File: config.mk
export PLATFORM = sky130hd
export DESIGN_NAME = hf_fault_latch
export DESIGN_NICKNAME = d
export VERILOG_FILES = /design/src/rtl/hf_pkg.sv /design/src/rtl/hf_fault_latch.sv
export SDC_FILE = /design/constraint.sdc
export NUM_CORES = 1
export LEC_CHECK = 0
export ABC_AREA = 1
export BUFFER_PORTS_ARGS = -buffer_cell sky130_fd_sc_hd__clkbuf_2
export CORE_MARGIN = 2
export CORE_UTILIZATION = 28
export CTS_CLUSTER_SIZE = 10
export DETAILED_ROUTE_END_ITERATION = 10
export PLACE_DENSITY = 0.52
export SLEW_MARGIN = 20
export SYNTH_ARGS = -nofsm -noshare
export SYNTH_HDL_FRONTEND = slang
export SYNTH_SLANG_ARGS = --single-unit
File: constraint.sdc
create_clock -name clk -period 2.8 [get_ports clk]
set_clock_uncertainty 0.05 [all_clocks]
set_input_delay 0.56 -clock clk [delete_from_list [all_inputs] [get_ports clk]]
set_output_delay 0.56 -clock clk [all_outputs]
set_load 0.05 [all_outputs]
File: src/rtl/hf_pkg.sv
package hf_pkg;

  // Kind of the first recorded failure; bit 0 = missed, bit 1 = unexpected.
  typedef struct packed {
    logic unexpected;
    logic missed;
  } fail_kind_t;

endpackage

File: src/rtl/hf_fault_latch.sv
// Per-column fault map, error request, sampled sticky latch, first failure.
module hf_fault_latch
  import hf_pkg::*;
#(
  parameter int NUM_COLS = 132,
  parameter int COL_W    = $clog2(NUM_COLS)
) (
  input  logic                clk,
  input  logic                rst_n,
  input  logic                cmp_en,
  input  logic [COL_W-1:0]    cmp_col,
  input  logic                cmd_bit,
  input  logic                hit_bit,
  input  logic                ext_err,
  input  logic                sample,
  input  logic                clear,
  output logic                chk_err,
  output logic [COL_W-1:0]    first_col,
  output logic                first_vld,
  output fail_kind_t          first_kind,
  output logic [NUM_COLS-1:0] fault_map
);

  logic                mismatch;
  logic [NUM_COLS-1:0] mis_vec;
  logic                req_q;
  logic                err_q;
  logic [COL_W-1:0]    col_q;
  logic                vld_q;
  fail_kind_t          kind_q;
  logic [NUM_COLS-1:0] map_q;

  assign mismatch = cmp_en && (cmd_bit != hit_bit);

  for (genvar g = 0; g < NUM_COLS; g++) begin : g_mis
    assign mis_vec[g] = mismatch && (cmp_col == COL_W'(g));
  end

  always_ff @(posedge clk or negedge rst_n) begin
    if (!rst_n) begin
      req_q  <= 1'b0;
      err_q  <= 1'b0;
      col_q  <= '0;
      vld_q  <= 1'b0;
      kind_q <= '0;
      map_q  <= '0;
    end else if (clear) begin
      req_q  <= 1'b0;
      err_q  <= 1'b0;
      col_q  <= '0;
      vld_q  <= 1'b0;
      kind_q <= '0;
      map_q  <= '0;
    end else begin
      if (sample && (req_q || ext_err)) err_q <= 1'b1;
      if (mismatch)    req_q <= 1'b1;
      else if (sample) req_q <= 1'b0;
      if (mismatch && !vld_q) begin
        vld_q             <= 1'b1;
        col_q             <= cmp_col;
        kind_q.unexpected <= hit_bit && !cmd_bit;
        kind_q.missed     <= cmd_bit && !hit_bit;
      end
      map_q <= map_q | mis_vec;
    end
  end

  assign chk_err    = err_q;
  assign first_col  = col_q;
  assign first_vld  = vld_q;
  assign first_kind = kind_q;
  assign fault_map  = map_q;

endmodule

# Word-level counts from Yosys, hierarchy flattened
# Cells that the tools add are included.
[word_totals]
regBits = 145
input_bits = 16
out_inout_bits = 144
wordCells = 297
[classes]
eq_ne = 132
mux = 12
bitwise = 1
reduce_logical = 145
[ops]
columns = ["op", "n"]
rows = [
  ["$eq 8x7->1 const B", 64],
  ["$eq 8x6->1 const B", 32],
  ["$logic_and 1x1->1", 137],
  ["$mux 132", 1],
  ["$or 132x132->132", 1],
  ["$eq 8x5->1 const B", 16],
  ["$eq 8x4->1 const B", 8],
  ["$eq 8x3->1 const B", 4],
  ["$eq 8x8->1 const B", 4],
  ["$eq 8x2->1 const B", 2],
  ["$mux 8", 2],
  ["$eq 8x1->1 const B", 1],
  ["$logic_not 8->1", 1],
  ["$mux 1", 7],
  ["$mux 2", 2],
  ["$reduce_bool 2->1", 2],
  ["$logic_not 1->1", 3],
  ["$reduce_bool 3->1", 1],
  ["$logic_or 1x1->1", 1],
  ["$ne 1x1->1", 1],
]

# Longest topological paths before layout
# Gate-level depths: netlist (run 1).
[depth]
word_depth = 5
ltp_mapped = 8
depth_no_buf = 8

# Least setup slack after synthesis (run 1)
# OpenSTA, ideal clock, no wires.
[synth_path]
path_type = "in2reg"
startpoint = "in cmd_bit"
endpoint = "reg map_q[50], in the netlist fault_map[50]"
setup_time_ns = 0.078
arrival_time_ns = 1.570
required_time_ns = 2.672
setup_slack_ns = 1.102
path_stages = 7
n_path_buf = 2
path_cell_list = "inv_1 ha_1 nor2_2 buf_2 buf_2 nand3_1 a21oi_1"
[synth_via]
elab_chain_len = 5
[synth_lines]
columns = ["element", "line_no", "source"]
rows = [
  ["from (decl)", "hf_fault_latch.sv:12", "input logic cmd_bit,"],
  ["$ne 1x1->1", "hf_fault_latch.sv:33", "assign mismatch = cmp_en && (cmd_bit != hit_bit);"],
  ["$logic_and 1x1->1", "hf_fault_latch.sv:33", ""],
  ["$logic_and 1x1->1", "hf_fault_latch.sv:36", "assign mis_vec[g] = mismatch && (cmp_col == COL_W'(g));"],
  ["$or 132x132->132", "hf_fault_latch.sv:64", "map_q <= map_q | mis_vec;"],
  ["$mux 132", "hf_fault_latch.sv:47", "end else if (clear) begin"],
  ["to (signal assigned)", "hf_fault_latch.sv:64", ""],
  ["to (decl)", "hf_fault_latch.sv:31", "logic [NUM_COLS-1:0] map_q;"],
]
# Every way passes these cells.
# A chain may end at the register's enable or synchronous reset.

# Final worst setup path (run 1)
[layout_path]
startpoint = "reg map_q[96], in the netlist fault_map[96]"
endpoint = "out fault_map[96]"
[layout_rtl]
columns = ["element", "line_no", "source"]
rows = [
  ["to (decl)", "hf_fault_latch.sv:21", "output logic [NUM_COLS-1:0] fault_map"],
]
# No word-level cell between the ends.

==> impl_metrics.csv, run 1 <==
group,metric,value,unit
power,p_leak,0.003618,uW
hold_path,min_path_type,"input port to asynchronous set/reset pin",
setup_path,cp-end-kind,"primary output",
placed_design,port_buffers,159,
clocking,postCtsSetupBuffers,0,
timing,fin_crit_sh,0.6256,
finish,area_growth_syn_to_layout,27.75,%
timing,worstMarginPinSlew,0.6198,ns
floorplan,die_area,0.02361,mm2
timing,fmax,570.9,MHz
synth,synth-seq-cells,145,
setup_path,slowest_delay,0.42,ns
setup_path,path_class,"register to primary output",
global_routing,grt_max_degree,120,
global_routing,grt-ovfl-total,0,
floorplan,die_height,153.7,um
routing,vias_per_cell,4.593,
power,p_per_area,652.4,mW/mm2
timing,slew_violations,0,
setup_path,crit_arrival,1.14,ns
job,cap_violations,0,
routing,route.met3.wl,986,um
global_routing,antenna_found_initial,0,
finish,drive_above_1_share,0.2878,
clocking,clock_latency,0.41,ns
setup_path,worst_path_dominant_cell_family,"flip-flops",
synth,syn_area_per_cell,9.306,um2
clocking,cts.sinks,145,
routing,wl_met2,9617,um
setup_path,critPathBufInv,1,
setup_path,start_kind,"register",
timing,rsz0062_at_grt,"false",
setup_path,cp.depth,1,
setup_path,cp_slowest_cell,"dfrtp_1",
finish,final_cell_mix,"clkbuf_2 (157), dfrtp_1 (145), inv_1 (143)",
synth,yosysWarnings,0,
routing,met1_length,9674,um
floorplan,rows,54,
clocking,cts_hold_buf,0,
floorplan,core_area,0.02189,mm2
routing,routedWlPerCell,18.46,um
synth,netlist_area,0.006272,mm2
timing,relSlewSlack,0.5858,
clocking,path_clk_slew,0.07,ns
finish,final_common_cell,"clkbuf_2",
floorplan,die_w,153.7,um
power,swShare,0.2414,
finish,fillCellCount,2305,
placed_design,gp_congestion,0.7349,
timing,hold_viol,0,
routing,num_vias,5117,
routing,drtIter0Drc,313,
timing,fin_setup_tns,0,ns
routing,drc_errors,0,
timing,finalSetupViolCount,0,
finish,design_area,0.008013,mm2
synth,synth.net_count,692,
placed_design,placed_cell_area,0.007313,mm2
floorplan,start_util,0.2865,
setup_path,crit_required,2.19,ns
power,clock_power_share,0.524,
power,combPwrFrac,0.069,
setup_path,critical_path_peak_fanout,2,
setup_path,r2r_end,"first_col[3]$_DFFE_PN0P_",
setup_path,rrSetupSlack,1.52,ns
routing,antenna_left,0,
power,power_switching,1262,uW
timing,finalCriticalPeriod,1.752,ns
placed_design,dpl.hpwl,12990,um
routing,firstDrtPassIters,6,
setup_path,r2r-start,"first_vld$_DFFE_PN0P_",
global_routing,track_usage,0.1754,
power,seq_power_share,0.406,
power,p_int,3965,uW
clocking,cts_tree,"built",
global_routing,grt_pass1_vias,5098,
synth,ys_seq_area_frac,0.5785,
clocking,htreeDepth,4,
power,max-vdd-ir-drop,0.3693,mV
outcome,status,"finished, final reports clean",
setup_path,worstPathCellList,"clkbuf_2",
finish,n_antenna_cell,0,
routing,drt_wl_total,20570,um
synth,synth.distinct_cells,19,
floorplan,ioPinCount,160,
synth,netlist_instances,674,
setup_path,reg2reg_depth,6,
routing,top_layer,"met4",
clocking,cts.repair.resized,0,
global_routing,grt_pass1_wl,31420,um
finish,nets,839,
clocking,root_buffer,"clkbuf_16",
clocking,numCtsBuffers,17,
clocking,clk_path_buf_depth,2,
[per-layer routing]
| layer | global-route usage | vias up |
|---|---|---|
| met5 | 0 | - |
| met4 | 0.04893 | 0 |
| met3 | 0.04002 | 19 |
| met2 | 0.2741 | 138 |
| met1 | 0.2451 | 2526 |
| li1 | - | 2434 |
[per-stage QoR]
step	setup WS, ns	cells	power (uW)	hold slack [ns]	utilization
finish	1.048	1114	5227	0.03817	0.3660
global route	1.013	1114	5405	0.06629	0.3660
global placement	0.7022	1082	2533	0.4202	0.3341
floorplan	1.102	674	2385	0.2144	-
detailed placement	0.6908	1082	2533	0.4192	0.3341
CTS	1.031	1114	5286	0.06538	0.3660
[how the worst max path moves through the flow]
stage	startpoint	end	slack (ns)
6_report	fault_map[96]$_DFF_PN0_	fault_map[96]	1.05
5_1_grt	cmd_bit	fault_map[63]$_DFF_PN0_	1.01
4_1_cts	fault_map[96]$_DFF_PN0_	fault_map[96]	1.03
3_5_place_dp	cmd_bit	fault_map[40]$_DFF_PN0_	0.69
3_3_place_gp	cmd_bit	fault_map[93]$_DFF_PN0_	0.70
2_1_floorplan	cmd_bit	fault_map[50]$_DFF_PN0_	1.10
[cell type report]
type                            count  area (um2)  area share
Multi-Input combinational cell    342        1888      0.2356
Inverter                          151       566.8     0.07074
Clock inverter                     13       256.5     0.03201
Tap cell                          280       350.3     0.04372
Clock buffer                       19       442.9     0.05528
Sequential cell                   145        3628      0.4528
Timing Repair Buffer              164       879.6      0.1098
[cell usage after synthesis]
| library cell | n | area [um2] |
|---|---|---|
| nor2_1 | 4 | 15.01 |
| a21oi_1 | 135 | 675.7 |
| nor2_4 | 24 | 270.3 |
| nand2_1 | 35 | 131.4 |
| nand3_1 | 119 | 595.6 |
| nand2_2 | 5 | 31.28 |
| dfrtp_1 | 145 | 3628 |
| nand2_4 | 6 | 67.56 |
| inv_2 | 7 | 26.28 |
| buf_2 | 14 | 70.07 |
| ha_1 | 2 | 25.02 |
| buf_4 | 7 | 52.55 |
| nand3_2 | 2 | 20.02 |
| inv_1 | 143 | 536.8 |
| o21ai_0 | 9 | 45.04 |
| nor2_2 | 1 | 6.260 |
| clkinv_1 | 1 | 3.750 |
| buf_6 | 2 | 22.52 |
| clkbuf_1 | 13 | 48.80 |
[worst reg2reg max path: cells and delay by family, from the launching register on]
kind,cells,cell delay (ns)
buffers and inverters,2,0.34
DFF,1,0.38
AOI/OAI and AO/OA,1,0.09
and+or+nand+nor,3,0.30
[power groups by stage]
stage | registers (uW) | clock network [uW] | logic, uW
floorplan | 2220 | 0 | 162
detailed placement | 2160 | 0 | 371
global route | 2120 | 2880 | 396
global placement | 2160 | 0 | 371
CTS | 2120 | 2790 | 371
finish | 2120 | 2740 | 363
[logic make-up (layout without fill, tap and decap cells)]
family                   count (synthesis)  in the layout  share of synthesized area
flip-flops                             145            145                     0.5785
AO/OA/AOI/OAI                          144            144                     0.1149
AND/OR/NAND/NOR                        196            196                     0.1813
buffers and inverters                  187            347                     0.1213
adder cells (fa/ha/maj)                  2              2                   0.003989
[flip-flops by register name, indices dropped and copies added, names as in the netlist]
| signal | flops |
|---|---|
| first_col | 8 |
| first_kind | 2 |
| first_vld | 1 |
| fault_map | 132 |
| req_q | 1 |
| chk_err | 1 |
(Power assumes the default switching activity.)
==> run 2, diff against run 1 <==
==> constraint.sdc (replaced) <==
create_clock -name clk -period 1.74 [get_ports clk]
set_clock_uncertainty 0.05 [all_clocks]
set_input_delay 0.348 -clock clk [delete_from_list [all_inputs] [get_ports clk]]
set_output_delay 0.348 -clock clk [all_outputs]
set_load 0.05 [all_outputs]
==> impl_metrics.csv, run 2 (synthesis results as in run 1) <==
group,metric,value,unit
setup_path,crit_required,1.34,ns
setup_path,reg2reg_depth,6,
floorplan,die_area,0.02361,mm2
power,max-vdd-ir-drop,0.6326,mV
setup_path,worst_path_dominant_cell_family,"flip-flops",
setup_path,r2r-start,"first_vld$_DFFE_PN0P_",
timing,fmax,659.0,MHz
floorplan,rows,54,
floorplan,die_w,153.7,um
global_routing,grt_pass1_wl,32010,um
floorplan,ioPinCount,160,
finish,largest_reg_flops,132,
floorplan,start_util,0.2865,
job,cap_violations,0,
finish,fillCellCount,2285,
routing,drc_errors,0,
timing,hold_viol,0,
finish,n_antenna_cell,0,
setup_path,cp_slowest_cell,"dfrtp_1",
clocking,numCtsBuffers,17,
clocking,cts.sinks,145,
hold_path,worstHoldEndpoint,"chk_err$_DFFE_PN0P_",
outcome,status,"finished, final reports clean",
timing,slew_violations,0,
global_routing,track_usage,0.1799,
power,p_per_area,920.8,mW/mm2
routing,routedWlPerCell,18.14,um
global_routing,grt-ovfl-total,0,
hold_path,hold_depth,3,
clocking,root_buffer,"clkbuf_16",
finish,area_growth_syn_to_layout,31.50,%
clocking,path_clk_slew,0.06,ns
setup_path,critPathBufInv,1,
global_routing,grt_max_degree,87,
routing,firstDrtPassIters,4,
setup_path,cp-end-kind,"primary output",
hold_path,hold_start,"sample",
clocking,postCtsSetupBuffers,0,
timing,finalCriticalPeriod,1.517,ns
routing,num_vias,5187,
routing,drt_wl_total,20750,um
finish,nets,871,
placed_design,dp.cells,1113,
setup_path,rrSetupSlack,0.51,ns
setup_path,r2r_end,"first_col[1]$_DFFE_PN0P_",
clocking,clk_path_buf_depth,2,
placed_design,gp_congestion,0.7778,
routing,drtIter0Drc,342,
timing,fin_crit_sh,0.8721,
finish,final_cell_mix,"clkbuf_2 (157), dfrtp_1 (145), inv_1 (143)",
routing,vias_per_cell,4.534,
placed_design,dpl.hpwl,14120,um
finish,drive_above_1_share,0.3125,
power,p_total,7595,uW
floorplan,die_height,153.7,um
timing,worstMarginPinSlew,0.5399,ns
setup_path,worstPathCellList,"clkbuf_2",
clocking,htreeDepth,4,
finish,final_util,0.3768,
clocking,clock_latency,0.42,ns
finish,final_common_cell,"clkbuf_2",
setup_path,slowest_delay,0.39,ns
finish,final_cells,1144,
clocking,cts_tree,"built",
floorplan,core_area,0.02189,mm2
timing,finalSetupViolCount,0,
timing,rsz0062_at_grt,"false",
global_routing,grt_pass1_vias,5210,
setup_path,path_class,"register to primary output",
timing,relSlewSlack,0.6401,
setup_path,start_kind,"register",
power,p_leak,0.003749,uW
setup_path,crit_arrival,1.12,ns
routing,antenna_left,0,
placed_design,port_buffers,159,
global_routing,antenna_found_initial,0,
setup_path,critical_path_peak_fanout,2,
hold_path,min_path_type,"input port to register",
run 2: per-layer routing:
metal  wire [um]  vias to the layer above  part of all wire  global-route usage
met5           0                        -                 0                   0
met4         210                        0             0.010             0.04762
met3        1173                       17             0.057             0.04594
met2        9925                      148              0.48              0.2847
met1        9437                     2528              0.45              0.2465
li1            -                     2494                 -                   -
run 2: worst max path at each step:
stage | start | to | slack [ns] | depth (start not counted)
CTS | fault_map[48]$_DFF_PN0_ | fault_map[48] | 0.19 | 1
global route | fault_map[108]$_DFF_PN0_ | fault_map[108] | 0.17 | 1
detailed placement | cmd_bit | first_col[1]$_DFFE_PN0P_ | -0.03 | 9
global placement | cmd_bit | first_col[4]$_DFFE_PN0P_ | 0.002 | 9
floorplan | cmd_bit | fault_map[50]$_DFF_PN0_ | 0.25 | 7
finish | fault_map[48]$_DFF_PN0_ | fault_map[48] | 0.22 | 1
run 2: metrics by stage:
step	cell area [um2]	hold WS [ns]	setup WS [ns]	setup TNS (ns)
global placement	7684	0.2815	0.002329	0
detailed placement	7684	0.2850	-0.02761	-0.04011
global route	8248	0.1595	0.1743	0
CTS	8248	0.1199	0.1916	0
finish	8248	0.1338	0.2226	0
floorplan	6272	0.002409	0.2539	0
run 2: area by class of cell:
cell class	count	area [um2]	area share
sequential	145	3628	0.4399
clock inverter	10	87.58	0.01062
multi-input combinational	342	1888	0.2289
clock buffer	20	466.7	0.05658
timing repair buffer	196	1260	0.1528
inverter	151	566.8	0.06872
tap	280	350.3	0.04248
run 2: report_power, final:
part	internal, uW	switching [uW]
clock network	2050	1450
registers	3400	17.7
logic	169	505
run 2: repair_timing:
action                                 4_1_cts  5_1_grt
endpoints found under the hold margin       35        0
hold buffers                                 1        0
resized for setup                            0        0
==> run 3, diff against run 2 <==
==> constraint.sdc (replaced) <==
create_clock -name clk -period 1.74 [get_ports clk]
set_clock_uncertainty 0.05 [all_clocks]
set_input_delay 0.522 -clock clk [delete_from_list [all_inputs] [get_ports clk]]
set_output_delay 0.522 -clock clk [all_outputs]
set_load 0.05 [all_outputs]
==> impl_metrics.csv, run 3 (synthesis results as in run 1) <==
group,metric,value,unit
power,combPwrFrac,0.088,
finish,design_area,0.008526,mm2
timing,fin_hold_ws,0.002723,ns
setup_path,critPathBufInv,1,
routing,firstDrtPassIters,4,
clocking,cts_tree,"built",
floorplan,die_height,153.7,um
power,p_int,5887,uW
timing,finalSetupViolCount,0,
setup_path,r2r-start,"first_vld$_DFFE_PN0P_",
timing,worstMarginPinSlew,0.5566,ns
floorplan,rows,54,
global_routing,grt_max_degree,86,
finish,nets,885,
finish,n_antenna_cell,0,
setup_path,start_kind,"register",
power,p_total,7907,uW
finish,drive_above_1_share,0.3242,
finish,multi_input_area,0.001888,mm2
power,swShare,0.2555,
placed_design,dpl.hpwl,14290,um
floorplan,die_area,0.02361,mm2
setup_path,worst_path_dominant_cell_family,"flip-flops",
outcome,status,"finished, final reports clean",
global_routing,antenna_found_initial,0,
finish,final_cells,1159,
routing,drc_errors,0,
power,seq_power_share,0.432,
routing,num_vias,5228,
global_routing,grt_pass1_vias,5340,
routing,antenna_left,0,
setup_path,critical_path_peak_fanout,2,
clocking,htreeDepth,4,
power,p_per_area,927.4,mW/mm2
floorplan,start_util,0.2865,
clocking,clk_path_buf_depth,2,
finish,final_util,0.3895,
power,clock_power_share,0.479,
floorplan,die_w,153.7,um
routing,vias_per_cell,4.511,
placed_design,placed_cell_area,0.007921,mm2
timing,fmax,587.4,MHz
setup_path,crit_arrival,1.13,ns
floorplan,ioPinCount,160,
finish,area_growth_syn_to_layout,35.93,%
finish,final_cell_mix,"clkbuf_2 (156), dfrtp_1 (145), inv_1 (143)",
job,cap_violations,0,
placed_design,dp.cells,1128,
setup_path,worstSetupStartpoint,"fault_map[9]$_DFF_PN0_",
floorplan,core_area,0.02189,mm2
clocking,clock_latency,0.41,ns
clocking,path_clk_slew,0.06,ns
setup_path,slowest_delay,0.41,ns
clocking,numCtsBuffers,17,
clocking,root_buffer,"clkbuf_16",
finish,seq_area,0.003628,mm2
placed_design,gp_congestion,0.7566,
routing,drt_wl_total,20480,um
power,power_switching,2020,uW
setup_path,path_class,"register to primary output",
finish,fillCellCount,2292,
setup_path,cp-end-kind,"primary output",
routing,drtIter0Drc,287,
power,max-vdd-ir-drop,0.5958,mV
power,p_leak,0.003873,uW
global_routing,grt_pass1_wl,31970,um
setup_path,worstPathCellList,"clkbuf_2",
hold_path,min_path_type,"input port to asynchronous set/reset pin",
setup_path,crit_required,1.17,ns
finish,largest_reg_flops,132,
global_routing,track_usage,0.1786,
routing,routedWlPerCell,17.67,um
timing,fin_crit_sh,0.9784,
timing,rsz0062_at_grt,"false",
timing,finalCriticalPeriod,1.702,ns
setup_path,cp_slowest_cell,"dfrtp_1",
timing,relSlewSlack,0.6289,
timing,hold_viol,0,
placed_design,port_buffers,159,
clocking,cts.sinks,145,
finish,final_common_cell,"clkbuf_2",
global_routing,grt-ovfl-total,0,
timing,slew_violations,0,
## run 3: final cells by class
| class | instances | share of cell area |
|---|---|---|
| Timing Repair Buffer | 210 | 0.1748 |
| Sequential cell | 145 | 0.4256 |
| Multi-Input combinational cell | 342 | 0.2215 |
| Inverter | 151 | 0.06648 |
| Tap cell | 280 | 0.04109 |
| Clock buffer | 19 | 0.05195 |
| Clock inverter | 12 | 0.01864 |
## run 3: power groups by stage
| stage | clock, uW | combinational, uW | sequential, uW |
|---|---|---|---|
| finish | 3790 | 697 | 3420 |
| global route | 4040 | 752 | 3420 |
| CTS | 3880 | 709 | 3420 |
| detailed placement | 0 | 707 | 3480 |
| global placement | 0 | 707 | 3480 |
| floorplan | 0 | 260 | 3580 |
## run 3: per-stage QoR
| stage | setup WS, ns | TNS [ns] |
|---|---|---|
| 2_1_floorplan | 0.07991 | 0 |
| 3_3_place_gp | -0.1517 | -12.72 |
| 3_5_place_dp | -0.1727 | -13.97 |
| 4_1_cts | 0.02216 | 0 |
| 5_1_grt | 0.009039 | 0 |
| 6_report | 0.03766 | 0 |
## run 3: path summary, 6_finish.rpt
path,end,slack [ns],cells past startpoint
min reg2reg,first_col[0]$_DFFE_PN0P_,0.44,2
max,fault_map[9],0.04,1
min in group clk,req_q$_DFFE_PN0P_,0.31,4
max reg2reg,first_col[1]$_DFFE_PN0P_,0.53,6
min,fault_map[20]$_DFF_PN0_,0.003,2
max in group asynchronous,fault_map[40]$_DFF_PN0_,1.10,2
## run 3: layer usage
layer,part of all wire,GRT usage,vias to the layer above
li1,-,-,2535
met1,0.46,0.2410,2531
met2,0.48,0.2868,151
met3,0.055,0.04707,11
met4,0.0097,0.04500,0
met5,0,0,-
## run 3: repair_timing
action | CTS | global route
endpoints found under the setup margin | 1 | 0
gates resized for setup | 1 | 0
hold buffers | 0 | 0
buffers inserted | 0 | 0
